==> config.mk <==
export PLATFORM = sky130hd
export DESIGN_NAME = depuncture_unit
export DESIGN_NICKNAME = d
export VERILOG_FILES = /design/src/rtl/dp_pkg.sv /design/src/rtl/dp_punct_map.sv /design/src/rtl/dp_col_ctr.sv /design/src/rtl/dp_sym_buf.sv /design/src/rtl/depuncture_unit.sv
export SDC_FILE = /design/constraint.sdc
export NUM_CORES = 1
export LEC_CHECK = 0
export BUFFER_PORTS_ARGS = -buffer_cell sky130_fd_sc_hd__buf_2
export CORE_MARGIN = 1
export CORE_UTILIZATION = 51
export CTS_CLUSTER_SIZE = 28
export DETAILED_ROUTE_END_ITERATION = 8
export GPL_ROUTABILITY_DRIVEN = 1
export GPL_TIMING_DRIVEN = 0
export HOLD_SLACK_MARGIN = 0.03
export PLACE_DENSITY = 0.72
export SLEW_MARGIN = 20
export SYNTH_ARGS = -nofsm -noshare
export SYNTH_HDL_FRONTEND = slang
export SYNTH_HIERARCHICAL = 1
export SYNTH_SLANG_ARGS = --single-unit
==> constraint.sdc <==
create_clock -name clk -period 10.25 [get_ports clk]
set_input_delay 1.025 -clock clk [delete_from_list [all_inputs] [get_ports clk]]
set_output_delay 1.025 -clock clk [all_outputs]
set_load 0.01 [all_outputs]
==> src/rtl/dp_pkg.sv <==
package dp_pkg;

  localparam int unsigned SOFT_W     = 3;
  localparam int unsigned MAX_PERIOD = 7;
  localparam int unsigned COL_W      = $clog2(MAX_PERIOD + 1);

  typedef logic [COL_W-1:0] col_t;

  typedef enum logic [2:0] {
    CR_1_2 = 3'd0,
    CR_2_3 = 3'd1,
    CR_3_4 = 3'd2,
    CR_5_6 = 3'd3,
    CR_7_8 = 3'd4
  } code_rate_e;

  // Codes outside the five defined rates fall back to rate 1/2.
  function automatic code_rate_e norm_rate(input logic [2:0] code);
    if (code > 3'd4) return CR_1_2;
    return code_rate_e'(code);
  endfunction

  function automatic col_t period_of(input code_rate_e r);
    case (r)
      CR_2_3:  return col_t'(2);
      CR_3_4:  return col_t'(3);
      CR_5_6:  return col_t'(5);
      CR_7_8:  return col_t'(7);
      default: return col_t'(1);
    endcase
  endfunction

  // Presence mask of one row; bit k belongs to column k.
  function automatic logic [MAX_PERIOD-1:0] row_mask(input code_rate_e r, input logic second);
    logic [MAX_PERIOD-1:0] m;
    case (r)
      CR_2_3:  m = second ? 7'b0000001 : 7'b0000011;
      CR_3_4:  m = second ? 7'b0000101 : 7'b0000011;
      CR_5_6:  m = second ? 7'b0010101 : 7'b0001011;
      CR_7_8:  m = second ? 7'b1010001 : 7'b0101111;
      default: m = 7'b0000001;
    endcase
    return m;
  endfunction

endpackage

==> src/rtl/dp_punct_map.sv <==
module dp_punct_map
  import dp_pkg::*;
(
  input  code_rate_e rate,
  input  col_t       col,
  output logic       keep_a,
  output logic       keep_b,
  output col_t       period
);

  logic [1:0] keep;

  for (genvar r = 0; r < 2; r++) begin : g_row
    logic [MAX_PERIOD-1:0] mask;
    always_comb begin
      mask    = row_mask(rate, r[0]);
      keep[r] = mask[col];
    end
  end

  assign keep_a = keep[0];
  assign keep_b = keep[1];
  assign period = period_of(rate);

endmodule

==> src/rtl/dp_col_ctr.sv <==
module dp_col_ctr
  import dp_pkg::*;
(
  input  logic clk,
  input  logic rst_n,
  input  logic load,
  input  col_t start,
  input  logic adv,
  input  col_t period,
  output col_t col
);

  col_t col_q, col_d;
  logic col_en;
  logic at_last;

  assign at_last = (col_q == period - col_t'(1));

  always_comb begin
    col_en = load | adv;
    col_d  = col_q;
    if (load)         col_d = start;
    else if (adv)     col_d = at_last ? col_t'(0) : col_q + col_t'(1);
  end

  always_ff @(posedge clk or negedge rst_n) begin
    if (!rst_n)      col_q <= '0;
    else if (col_en) col_q <= col_d;
  end

  assign col = col_q;


  col_range_chk: assert property (@(posedge clk) disable iff (!rst_n)
    !load |-> col_q < period);


  col_wrap_chk: assert property (@(posedge clk) disable iff (!rst_n)
    (adv && !load && at_last) |=> col_q == '0);

endmodule

==> src/rtl/dp_sym_buf.sv <==
module dp_sym_buf #(
  parameter int unsigned SW    = 3,
  parameter int unsigned DEPTH = 3,
  localparam int unsigned CNT_W = $clog2(DEPTH + 1)
) (
  input  logic             clk,
  input  logic             rst_n,
  input  logic             flush,
  input  logic [1:0]       pop_n,
  input  logic             push,
  input  logic [SW-1:0]    in0,
  input  logic [SW-1:0]    in1,
  output logic [SW-1:0]    head0,
  output logic [SW-1:0]    head1,
  output logic [CNT_W-1:0] cnt
);

  logic [CNT_W-1:0] cnt_q, cnt_d, base;
  logic             buf_en;
  logic [SW-1:0]    ent_rd [DEPTH];

  always_comb begin
    base   = cnt_q - CNT_W'(pop_n);
    buf_en = flush | push | (pop_n != 2'd0);
    if (flush)     cnt_d = '0;
    else if (push) cnt_d = base + CNT_W'(2);
    else           cnt_d = base;
  end

  always_ff @(posedge clk or negedge rst_n) begin
    if (!rst_n)      cnt_q <= '0;
    else if (buf_en) cnt_q <= cnt_d;
  end

  for (genvar k = 0; k < DEPTH; k++) begin : g_ent
    logic [SW-1:0] ent_q, ent_d, sh1, sh2;

    if (k + 1 < DEPTH) begin : g_s1
      assign sh1 = ent_rd[k+1];
    end else begin : g_z1
      assign sh1 = '0;
    end
    if (k + 2 < DEPTH) begin : g_s2
      assign sh2 = ent_rd[k+2];
    end else begin : g_z2
      assign sh2 = '0;
    end

    always_comb begin
      case (pop_n)
        2'd1:    ent_d = sh1;
        2'd2:    ent_d = sh2;
        default: ent_d = ent_q;
      endcase
      if (push && base == CNT_W'(k))                       ent_d = in0;
      else if (push && (base + CNT_W'(1)) == CNT_W'(k))    ent_d = in1;
    end

    always_ff @(posedge clk or negedge rst_n) begin
      if (!rst_n)      ent_q <= '0;
      else if (buf_en) ent_q <= ent_d;
    end

    assign ent_rd[k] = ent_q;
  end

  assign head0 = ent_rd[0];
  assign head1 = ent_rd[1];
  assign cnt   = cnt_q;


  pop_avail_chk: assert property (@(posedge clk) disable iff (!rst_n)
    CNT_W'(pop_n) <= cnt_q);


  push_room_chk: assert property (@(posedge clk) disable iff (!rst_n)
    push |-> (cnt_q - CNT_W'(pop_n)) <= CNT_W'(DEPTH - 2));

endmodule

==> src/rtl/depuncture_unit.sv <==
module depuncture_unit
  import dp_pkg::*;
#(
  parameter int unsigned SOFT_BITS = dp_pkg::SOFT_W,
  parameter int unsigned BUF_DEPTH = 3
) (
  input  logic                 clk,
  input  logic                 rst_n,
  input  logic [2:0]           code_rate,
  input  logic [COL_W-1:0]     frame_ofs,
  input  logic                 in_valid,
  output logic                 in_ready,
  input  logic [SOFT_BITS-1:0] in_i,
  input  logic [SOFT_BITS-1:0] in_q,
  output logic                 out_valid,
  input  logic                 out_ready,
  output logic [SOFT_BITS-1:0] out_a,
  output logic                 out_era_a,
  output logic [SOFT_BITS-1:0] out_b,
  output logic                 out_era_b
);

  localparam int unsigned CNT_W = $clog2(BUF_DEPTH + 1);
  localparam logic [SOFT_BITS-1:0] NEUTRAL = {1'b1, {(SOFT_BITS-1){1'b0}}};
  localparam logic [2:0] RATE_NONE = 3'b111;

  // Reset synchronizer: asynchronous assertion, synchronous release.
  logic rst_meta_q, rst_n_s;
  always_ff @(posedge clk or negedge rst_n) begin
    if (!rst_n) begin
      rst_meta_q <= 1'b0;
      rst_n_s    <= 1'b0;
    end else begin
      rst_meta_q <= 1'b1;
      rst_n_s    <= rst_meta_q;
    end
  end

  code_rate_e       rate_n;
  logic [2:0]       rate_q;
  col_t             ofs_q;
  logic             cfg_change;
  logic             keep_a, keep_b;
  col_t             period, col, start;
  logic [1:0]       need, pop_n;
  logic [CNT_W-1:0] cnt, cnt_after;
  logic [SOFT_BITS-1:0] head0, head1;
  logic             fire, push;

  assign rate_n = norm_rate(code_rate);

  always_comb begin
    cfg_change = (rate_q != 3'(rate_n)) || (ofs_q != frame_ofs);
    start      = (frame_ofs < period) ? frame_ofs : col_t'(0);
  end

  // Configuration tracking; the sentinel forces a restart after reset.
  always_ff @(posedge clk or negedge rst_n_s) begin
    if (!rst_n_s) begin
      rate_q <= RATE_NONE;
      ofs_q  <= '0;
    end else if (cfg_change) begin
      rate_q <= 3'(rate_n);
      ofs_q  <= frame_ofs;
    end
  end

  dp_punct_map u_map (
    .rate   (rate_n),
    .col    (col),
    .keep_a (keep_a),
    .keep_b (keep_b),
    .period (period)
  );

  dp_col_ctr u_col (
    .clk    (clk),
    .rst_n  (rst_n_s),
    .load   (cfg_change),
    .start  (start),
    .adv    (fire),
    .period (period),
    .col    (col)
  );

  always_comb begin
    need      = {1'b0, keep_a} + {1'b0, keep_b};
    out_valid = !cfg_change && (cnt >= CNT_W'(need));
    fire      = out_valid && out_ready;
    pop_n     = fire ? need : 2'd0;
    cnt_after = cnt - CNT_W'(pop_n);
    in_ready  = !cfg_change && (cnt_after <= CNT_W'(BUF_DEPTH - 2));
    push      = in_valid && in_ready;
  end

  dp_sym_buf #(
    .SW    (SOFT_BITS),
    .DEPTH (BUF_DEPTH)
  ) u_buf (
    .clk   (clk),
    .rst_n (rst_n_s),
    .flush (cfg_change),
    .pop_n (pop_n),
    .push  (push),
    .in0   (in_i),
    .in1   (in_q),
    .head0 (head0),
    .head1 (head1),
    .cnt   (cnt)
  );

  always_comb begin
    out_era_a = !keep_a;
    out_era_b = !keep_b;
    out_a     = keep_a ? head0 : NEUTRAL;
    if (!keep_b)     out_b = NEUTRAL;
    else if (keep_a) out_b = head1;
    else             out_b = head0;
  end


  one_kept_chk: assert property (@(posedge clk) disable iff (!rst_n_s)
    out_valid |-> !(out_era_a && out_era_b));


  stall_hold_chk: assert property (@(posedge clk) disable iff (!rst_n_s)
    (out_valid && !out_ready) |=> cfg_change ||
      (out_valid && $stable(out_a) && $stable(out_b) &&
       $stable(out_era_a) && $stable(out_era_b)));

endmodule

### After elaboration in Yosys (flattened, before gate mapping)

Index checks and enable logic that the tools add are counted.

| storage, ports and cells | value |
|---|---|
| bits of input ports | 16 |
| bits in latches | 0 |
| memories | 0 |
| bits in registers | 22 |
| memory bits (writable) | 0 |
| memory bits (read-only) | 0 |

| operators by class | value |
|---|---|
| order comparisons | 5 |
| equality and inequality tests | 13 |
| mux-type cells | 29 |
| divide/modulo/power cells | 0 |
| multipliers | 0 |
| bitwise gates (word level) | 3 |
| reductions and logical operators | 27 |
| add/subtract/negate cells | 6 |
| shifts and indexed selects | 0 |

Operators with widths:

| operator | count |
|---|---|
| $mux W3 | 16 |
| $pmux W7 S3 | 1 |
| $pmux W6 S3 | 1 |
| $pmux W3 S2 | 2 |
| $pmux W3 S4 | 1 |
| $logic_and A1 B1 Y1 | 10 |
| $reduce_and A2 Y1 | 4 |
| $reduce_bool A4 Y1 | 2 |
| $bmux W1 S3 | 2 |
| $eq A2 B1 Y1 const B | 3 |
| $eq A2 B2 Y1 const B | 3 |
| $eq A3 B2 Y1 const B | 2 |
| $mux W2 | 3 |
| $ne A3 B3 Y1 | 2 |
| $logic_not A2 Y1 | 2 |
| $lt A3 B4 Y1 const B | 1 |
| $reduce_bool A2 Y1 | 2 |
| $reduce_or A2 Y1 | 2 |
| $add A3 B1 Y3 const B | 1 |
| $eq A3 B1 Y1 const B | 1 |
| $eq A3 B3 Y1 | 1 |
| $eq A3 B3 Y1 const B | 1 |
| $gt A3 B3 Y1 const B | 1 |
| $logic_not A1 Y1 | 3 |
| 12 further kinds | 16 |

### Longest topological paths before layout

Gate-level depths: netlist (run 1).

| depth | value |
|---|---|
| depth after elaboration | 20 |
| depth in mapped cells | 20 |
| mapped depth without buffers | 19 |

### Hierarchy

The synthesis (run 1) kept the hierarchy.

By module, submodules not included:

| module | area each (um2) | seq. area each (um2) | times used | cells an instance |
|---|---|---|---|---|
| dp_sym_buf | 875.8 | 275.3 | 1 | 100 |
| depuncture_unit | 678.2 | 203.9 | 1 | 75 |
| dp_col_ctr | 244.0 | 75.1 | 1 | 27 |
| dp_punct_map | 128.9 | 0.0 | 1 | 20 |

### Least setup slack after synthesis (run 1)

No wires, ideal clock.

| timing path | value |
|---|---|
| path kind | input to register |
| from | input port code_rate[0] |
| to | register u_buf.g_ent[1].ent_q[0] (netlist: u_buf/head1[0]) |
| path slack | 5.342 ns |
| data arrival time | 4.826 ns |
| data required time | 10.168 ns |
| stages on the path | 19 |
| setup time | 0.082 ns |
| path through | nor3b_2 > nor3b_2 > a21oi_1 > a21oi_1 > ha_1 > ha_1 > nand2b_1 > a31oi_1 > nor3_1 > ha_1 > xor2_1 > nand2_1 > a2bb2oi_1 > nor3b_2 > buf_2 > nand2b_1 > o22ai_1 > or3_1 > a31oi_1 |

| between the ends | value |
|---|---|
| elaborated cells on any way between the ends | 41 |
| those cells by class | add/sub (3); order compare (3); eq/ne (9); mux (12); bitwise (2); reduce/logical (12) |

RTL lines:

| element | line | text |
|---|---|---|
| from (decl) | depuncture_unit.sv:9 | `input logic [2:0] code_rate,` |
| $gt A3 B3 Y1 | dp_pkg.sv:19 | `if (code > 3'd4) return CR_1_2;` |
| $mux W1 | dp_pkg.sv:19 |  |
| $mux W3 (*) | dp_pkg.sv:20 | `return code_rate_e'(code);` |
| $eq A3 B3 Y1 / $eq A3 B2 Y1 (equally long branches) | dp_pkg.sv:36 | `case (r)` |
| $pmux W7 S3 (*) | dp_pkg.sv:36 |  |
| $bmux W1 S3 (*) | dp_punct_map.sv:17 | `keep[r] = mask[col];` |
| $mux W1 (implied by the code) (*) | dp_punct_map.sv:17 |  |
| via keep_b | depuncture_unit.sv:43 | `logic keep_a, keep_b;` |
| [... 5 more ...] | -- |  |
| via pop_n[0] | depuncture_unit.sv:45 | `logic [1:0] need, pop_n;` |
| $sub A2 B2 Y2 (*) | depuncture_unit.sv:91 | `cnt_after = cnt - CNT_W'(pop_n);` |
| $le A2 B1 Y1 (*) | depuncture_unit.sv:92 | `in_ready = !cfg_change && (cnt_after <= CNT_W'(BUF_DEPTH - 2));` |
| $logic_and A1 B1 Y1 (*) | depuncture_unit.sv:92 |  |
| $logic_and A1 B1 Y1 (*) | depuncture_unit.sv:93 | `push = in_valid && in_ready;` |
| via push | depuncture_unit.sv:48 | `logic fire, push;` |
| $logic_and A1 B1 Y1 (tied with other cells) | dp_sym_buf.sv:56 | `else if (push && (base + CNT_W'(1)) == CNT_W'(k)) ent_d = in1;` |
| $reduce_bool A4 Y1 (no line) (tied with other cells) | -- |  |
| $reduce_and A2 Y1 (no line) / $mux W3 (equally long branches) | -- |  |
| to (signal assigned) | dp_sym_buf.sv:61 | `else if (buf_en) ent_q <= ent_d;` |
| to (decl) | dp_sym_buf.sv:36 | `logic [SW-1:0] ent_q, ent_d, sh1, sh2;` |

Mark *: on every way through the listed nets, which the timed path passes. The rest lies on a longest branch. The select of a mux whose other input is x is not followed.
A chain may end at the register's enable or synchronous reset.

### Worst setup path in the final report (run 1)

| timing path | value |
|---|---|
| from | input port code_rate[2] |
| to | output port in_ready |

| between the ends | value |
|---|---|
| elaborated cells on any way between the ends | 25 |
| those cells by class | add/sub (2); order compare (3); eq/ne (5); mux (9); reduce/logical (6) |

RTL lines:

| element | line | text |
|---|---|---|
| $gt A3 B3 Y1 | dp_pkg.sv:19 |  |
| $mux W1 | dp_pkg.sv:19 |  |
| $mux W3 (*) | dp_pkg.sv:20 |  |
| via rate_n[2] | depuncture_unit.sv:39 | `code_rate_e rate_n;` |
| $eq A3 B3 Y1 / $eq A3 B2 Y1 (equally long branches) | dp_pkg.sv:36 |  |
| $pmux W7 S3 (*) | dp_pkg.sv:36 |  |
| $bmux W1 S3 (*) | dp_punct_map.sv:17 |  |
| $mux W1 (implied by the code) (*) | dp_punct_map.sv:17 |  |
| via keep_b | depuncture_unit.sv:43 |  |
| [... 1 more ...] | -- |  |
| $ge A2 B2 Y1 | depuncture_unit.sv:88 | `out_valid = !cfg_change && (cnt >= CNT_W'(need));` |
| $logic_and A1 B1 Y1 | depuncture_unit.sv:88 |  |
| $logic_and A1 B1 Y1 | depuncture_unit.sv:89 | `fire = out_valid && out_ready;` |
| $mux W2 (*) | depuncture_unit.sv:90 | `pop_n = fire ? need : 2'd0;` |
| via pop_n[0] | depuncture_unit.sv:45 |  |
| $sub A2 B2 Y2 (*) | depuncture_unit.sv:91 |  |
| $le A2 B1 Y1 (*) | depuncture_unit.sv:92 |  |
| $logic_and A1 B1 Y1 (*) | depuncture_unit.sv:92 |  |
| to (decl) | depuncture_unit.sv:12 | `output logic in_ready,` |

Marked as above.

==> out/results.txt, run 1 <==
Outcome = completed
DIE HEIGHT = 63.5 µm
Clock transition at path regs = 80 ps
Layout Nets = 280
Fin crit share = 0.564
Mapped cell area = 1930 µm²
Wire per inst = 13.1 µm
R2r startpoint = u_col/col[1]$_DFFE_PN0P_
Core box area = 3470 µm²
Initial antenna violation count = 0
CP cell instances = buf_2 -> nor3b_2 -> nor3b_2 -> a21oi_1 -> a21oi_1 -> ha_1 -> ha_1 -> nand2b_1 -> a31oi_1 -> nor3_1 -> ha_1 -> xor2_1 -> a31oi_1 -> a2bb2oi_1 -> nor2_1 -> buf_2
Detailed Place HPWL = 3080 µm
Final Util = 0.624
CP Data Required Time = 9230 ps
# hold bufs at CTS = 0
Ratio of cells with drive above 1 in the final layout = 0.191
Asr flop ratio synth = 1.00
Power Density = 135 nW/µm²
Wire length on met1 = 1770 µm
Input/output buffers = 25
GRT Residual Overflow = 0
Most used cell, CP = ha_1
Vias in the first global route = 1,548
Num CTS Buffers = 3
CP max stage cell = nor3_1
Most frequent cell after synthesis = inv_1
CTS Buffer Depth = 2
Worst Path Max Fanout = 9
Commonest cells in the netlist = inv_1 (20), dfrtp_1 (19), nand2_1 (17), nor2_1 (17), ha_1 (12)
Initial drt markers = 64
Row count = 21
Skew final = 1.94 ps
Post-cts resize count = 0
Worst skew pair latency = 250 ps
Post-Route WL = 3880 µm
Most used flip-flop cell after synthesis = dfrtp_1
P_leak = 0.987 nW
Postcts setup bufs = 0
Worst min path class = flop to async pin
Setup repair after global routing missed its margin = no
TritonRoute pass-1 iters = 4
Routed via count = 1,677
Critical Path Start Type = primary input
Flops & latches, synth = 22
Final Hold Fails = 0
CP Data Arrival Time = 4750 ps
First-pass GRT wire length = 6560 µm
Fin crit period = 5780 ps
Dpl cells = 293
I/O pins = 26
Die X = 63.5 µm
Max Cap Viol = 0
Length of routed met3 wiring = 152 µm
Total GRT Usage = 0.203
Fin Hold WS = 327 ps
Area grow syn2layout = 12.3%
Maximum VDD drop = 50.1 µV
Synth area leaders = dfrtp_1 (25%), ha_1 (7.8%), dfstp_2 (4.1%), inv_1 (3.9%), mux2i_1 (3.6%)
Die Area = 4030 µm²
Top routing layer used = met4
CTS sink cnt = 22
Cells after Synth = 222
Synth cell types = 50
Worst slew pin tran = 782 ps
Top Family by Delay on Critical Path = simple AND/OR/NAND/NOR gates
# DRC = 0
CP endpoint kind = output port
Slew Limit Fails = 0
ANT nets after route = 0
Initial core utilization = 0.556
EDFF count, synth = 0
ANT cells = 0
CTS tree = done
Top-area cell type share of the netlist area = 0.247
Synth area leader = dfrtp_1
Total power = 0.292 mW
Setup_tns = 0 ps
Mean Syn Cell Area = 8.68 µm²
Seq/Total Area, Yosys = 0.288
Post-route insts no fill = 297
CP bufs+invs = 2
Final GP Congestion = 0.839
Max H-tree Level = 1
Slowest stage delay, CP = 470 ps
Fillers = 310
WL met2 = 1920 µm
Yosys warning total = 6
Largest net degree at the start of global routing = 21
Vias per cell = 5.65
Max_slew headroom = 0.478
Fmax = 173 MHz
Critical path class = primary input to output port
Final setup viols = 0
Mapped Nets = 250
CP startpoint = code_rate[2]
Clock root buffer = clkbuf_8
cells by family after synthesis:
group           synth area share
compound gates             0.218
xor+xnor                  0.0916
fa+ha+maj                 0.0779
buf+inv                   0.0604
flops                      0.288
mux                       0.0364
other cells              0.00195
simple gates               0.226
cell type report:
class,count,area (µm²),area share
Buffer,9,37.5,0.0173
Clock buffer,4,55.1,0.0254
Inverter,21,78.8,0.0364
Multi-Input combinational cell,170,1260,0.580
Sequential cell,22,554,0.256
Tap cell,46,57.6,0.0266
Timing Repair Buffer,25,125,0.0578
layer usage:
layer,vias up,global-route usage
met2,42,0.368
met4,0,0.0511
li1,841,-
met1,792,0.255
met5,-,0
met3,2,0.0163
state kept, by name (all words and copies together), names as in the netlist:
signal,flops
ofs_q,3
u_buf/g_ent.sh2,3
rate_q,3
u_buf/head0,3
u_col/col,3
u_buf/cnt,2
rst_meta_q,1
rst_n_s,1
u_buf/head1,3
through the flow:
step	setup WS (ps)	area, µm²
global placement	4330	2110
global route	4100	2160
CTS	4480	2160
detailed placement	4250	2110
floorplan	5340	1930
finish	4470	2160
where the power goes:
part | internal [mW] | total, mW | switching (mW)
logic | 0.0520 | 0.114 | 0.0616
clock network | 0.0342 | 0.0603 | 0.0262
registers | 0.103 | 0.118 | 0.0156
worst register-to-register path: cells and delay by family, from the launching register on:
family / cells / cell delay, ps
AOI/OAI and AO/OA: 8 / 1970
DFF: 1 / 470
buffers and inverters: 1 / 200
xor gates and xnor gates: 1 / 200
adders and majority gates: 3 / 840
and+or+nand+nor: 5 / 1080
cells in the final DEF, fill, tap and decap left out, drive strengths merged, types with 2 or more instances in the layout:
master  netlist  routed
inv          20      20
nand3         5       5
dfrtp        19      19
o311ai        3       3
nor2b         7       7
o211ai        3       3
mux2i         7       7
o21ai         5       5
ha           12      12
nor2         17      17
o31ai         2       2
xnor2         5       5
clkbuf        6      10
or3           3       3
dfstp         3       3
xor2          8       8
a21oi        10      10
a21o          2       2
a211o         2       2
a211oi        5       5
o21bai        3       3
nand2        18      18
nor3          5       5
a31oi         8       8
nor3b         6       6
nand2b        5       5
o32ai         2       2
and2          9       9
buf           3      28
o22ai         4       4
worst paths after layout:
kind                       cells after the start                    endpoint  slack (ps)
min reg2reg                                    0    u_buf/cnt[1]$_DFFE_PN0P_         330
max in group asynchronous                      0    u_col/col[1]$_DFFE_PN0P_        9430
min                                            0    u_buf/cnt[1]$_DFFE_PN0P_         330
min in group clk                               0           rst_n_s$_DFF_PN0_         360
max reg2reg                                   18  u_buf/head0[0]$_DFFE_PN0P_        5430
max                                           16                    in_ready        4470
Note: power is estimated with default switching activity, not from simulation.
==> run 2, diff against run 1 <==
--- a/config.mk
+++ b/config.mk
@@ -5,6 +5,7 @@
 export SDC_FILE = /design/constraint.sdc
 export NUM_CORES = 1
 export LEC_CHECK = 0
+export ABC_AREA = 1
 export BUFFER_PORTS_ARGS = -buffer_cell sky130_fd_sc_hd__buf_2
 export CORE_MARGIN = 1
 export CORE_UTILIZATION = 51
@@ -13,7 +14,7 @@
 export GPL_ROUTABILITY_DRIVEN = 1
 export GPL_TIMING_DRIVEN = 0
 export HOLD_SLACK_MARGIN = 0.03
-export PLACE_DENSITY = 0.72
+export PLACE_DENSITY = 0.75
 export SLEW_MARGIN = 20
 export SYNTH_ARGS = -nofsm -noshare
 export SYNTH_HDL_FRONTEND = slang
==> constraint.sdc (replaced) <==
create_clock -name clk -period 4.9 [get_ports clk]
set_input_delay 0.49 -clock clk [delete_from_list [all_inputs] [get_ports clk]]
set_output_delay 0.49 -clock clk [all_outputs]
set_load 0.01 [all_outputs]
==> run 2 against run 1 <==
  * Wire length increased by 4.5%
  * Clock power increased by 120%
  * Via count increased by 9.4%
  * Highest routed layer unchanged
  * Clock skew decreased by 0.63 ps
  * Die area increased by 3.1%
  * Critical path depth increased by 15
  * Final cell count increased by 25%
  * Largest cell class unchanged
  * Sequential share of layout area decreased by 0.86 points
  * Largest power group unchanged
  * Area after synthesis increased by 3.2%
  * Clock-buffer cell count unchanged
==> out/results.txt, run 2 <==
Fin crit period = 4460 ps
Worst Path Max Fanout = 9
DIE HEIGHT = 64.5 µm
Maximum VDD drop = 185 µV
# DRC = 0
CP endpoint kind = flop
R2r startpoint = u_col/col[2]$_DFFE_PN0P_
Synth area leaders = dfrtp_1 (24%), nand2_1 (16%), inv_1 (11%), ha_1 (7.5%), nor2_1 (4.2%)
PnR worst setup slack = 444 ps
Input/output buffers = 25
Routed via count = 1,835
Fin crit share = 0.909
Top-area cell type share of the netlist area = 0.239
Clock root buffer = clkbuf_8
ANT nets after route = 0
Max Cap Viol = 0
Setup_tns = 0 ps
CP Data Required Time = 5060 ps
DP Worst Slack = 247 ps
Most used cell, CP = nand2_1
Fillers = 354
Final setup viols = 0
CTS Buffer Depth = 2
FF-to-FF path depth = 27
Asr flop ratio synth = 1.00
Leading cell type in the layout, fill and taps excluded = nand2_1
Seq/Total Area, Yosys = 0.279
Post-route insts no fill = 370
Die Area = 4150 µm²
Cells after Synth = 292
Initial drt markers = 64
Final Util = 0.607
Detailed Place HPWL = 3140 µm
I/O pins = 26
CTS sink cnt = 22
Fmax = 224 MHz
Most frequent cell after synthesis = nand2_1
ANT cells = 0
Area of the multi-input gates = 1160 µm²
Critical path class = primary input to flop
Dpl cells = 365
Area grow syn2layout = 12.6%
Worst min path class = flop to async pin
Yosys warning total = 6
Die X = 64.5 µm
Vias in the first global route = 1,810
Wire per inst = 11.0 µm
TritonRoute pass-1 iters = 4
Top Family by Delay on Critical Path = simple AND/OR/NAND/NOR gates
Initial antenna violation count = 0
Setup repair after global routing missed its margin = no
Outcome = completed
Num CTS Buffers = 3
Flops & latches, synth = 22
Ratio of cells with drive above 1 in the final layout = 0.199
Mapped Nets = 320
Postcts setup bufs = 0
CTS tree = done
Reg area = 554 µm²
Worst slew pin tran = 809 ps
Slowest stage delay, CP = 370 ps
Layout Nets = 351
Commonest cells in the netlist = nand2_1 (84), inv_1 (60), nor2_1 (22)
Most used flip-flop cell after synthesis = dfrtp_1
Synth cell types = 31
Synth area leader = dfrtp_1
Core box area = 3690 µm²
Row count = 22
Total GRT Usage = 0.217
Most frequent cells in the layout = nand2_1 (84), inv_1 (60), buf_2 (25)
Mapped cell area = 1990 µm²
Power Density = 254 nW/µm²
CP bufs+invs = 7
Skew final = 1.31 ps
Fin Hold WS = 338 ps
CP Data Arrival Time = 4610 ps
GRT Residual Overflow = 0
Final GP Congestion = 0.804
Initial core utilization = 0.539
Vias per cell = 4.96
RR Endpoint = u_buf/head1[1]$_DFFE_PN0P_
Mean Syn Cell Area = 6.81 µm²
Max_slew headroom = 0.461
Post-Route WL = 4050 µm
Clock transition at path regs = 80 ps
EDFF count, synth = 0
First-pass GRT wire length = 7140 µm
CP max stage cell = ha_1
Max H-tree Level = 1
Largest net degree at the start of global routing = 21
Slew Limit Fails = 0
P_leak = 1.24 nW
Worst skew pair latency = 260 ps
Critical Path Start Type = primary input
Final Hold Fails = 0
Worst reg-to-reg setup slack = 760 ps
## run 2: per-stage QoR
stage | instance area [µm²] | total power, mW
after floorplan | 1990 | 0.380
after global placement | 2170 | 0.438
after detailed placement | 2170 | 0.441
after CTS | 2240 | 0.578
after global routing | 2240 | 0.622
final | 2240 | 0.569
## run 2: layout make-up
cell class	count	area share
Multi-Input combinational cell	200	0.520
Timing Repair Buffer	26	0.0603
Buffer	5	0.0117
Sequential cell	22	0.247
Inverter	65	0.109
Tap cell	48	0.0268
Clock buffer	4	0.0246
## run 2: worst max-delay path by stage
stage	from	endpoint	slack, ps	cells past startpoint
finish	code_rate[0]	u_buf/head1[1]$_DFFE_PN0P_	440	31
global route	code_rate[0]	u_buf/head1[1]$_DFFE_PN0P_	4	31
CTS	code_rate[0]	u_buf/head1[1]$_DFFE_PN0P_	470	33
global placement	code_rate[0]	u_buf/head1[1]$_DFFE_PN0P_	250	32
detailed placement	code_rate[0]	u_buf/head1[1]$_DFFE_PN0P_	250	32
floorplan	code_rate[0]	u_buf/head1[1]$_DFFE_PN0P_	820	31
## run 2: per-layer routing
metal,part of all wire,global-route usage
met4,0.015,0.0889
met2,0.48,0.376
met5,0,0
met3,0.028,0.0246
met1,0.48,0.272
## run 2: cells by family (layout without fill, tap and decap cells)
family                     Yosys count  in the layout  synth area share
muxes                                3              3            0.0151
and+or+nand+nor                    153            153             0.384
adders and majority gates           12             12            0.0755
other                                1              1           0.00188
xor gates and xnor gates             5              5            0.0315
DFF                                 22             22             0.279
buffers and inverters               70            100             0.136
AOI/OAI and AO/OA                   26             26            0.0774
## run 2: power breakdown
group	internal (mW)	switching (mW)
sequential	0.210	0.0270
clock	0.0716	0.0582
combinational	0.0832	0.119
total	0.365	0.204
## run 2: timing repair
action	4_1_cts	5_1_grt
endpoints found under the hold margin	2	0
resized for setup	0	0
hold buffers	1	0
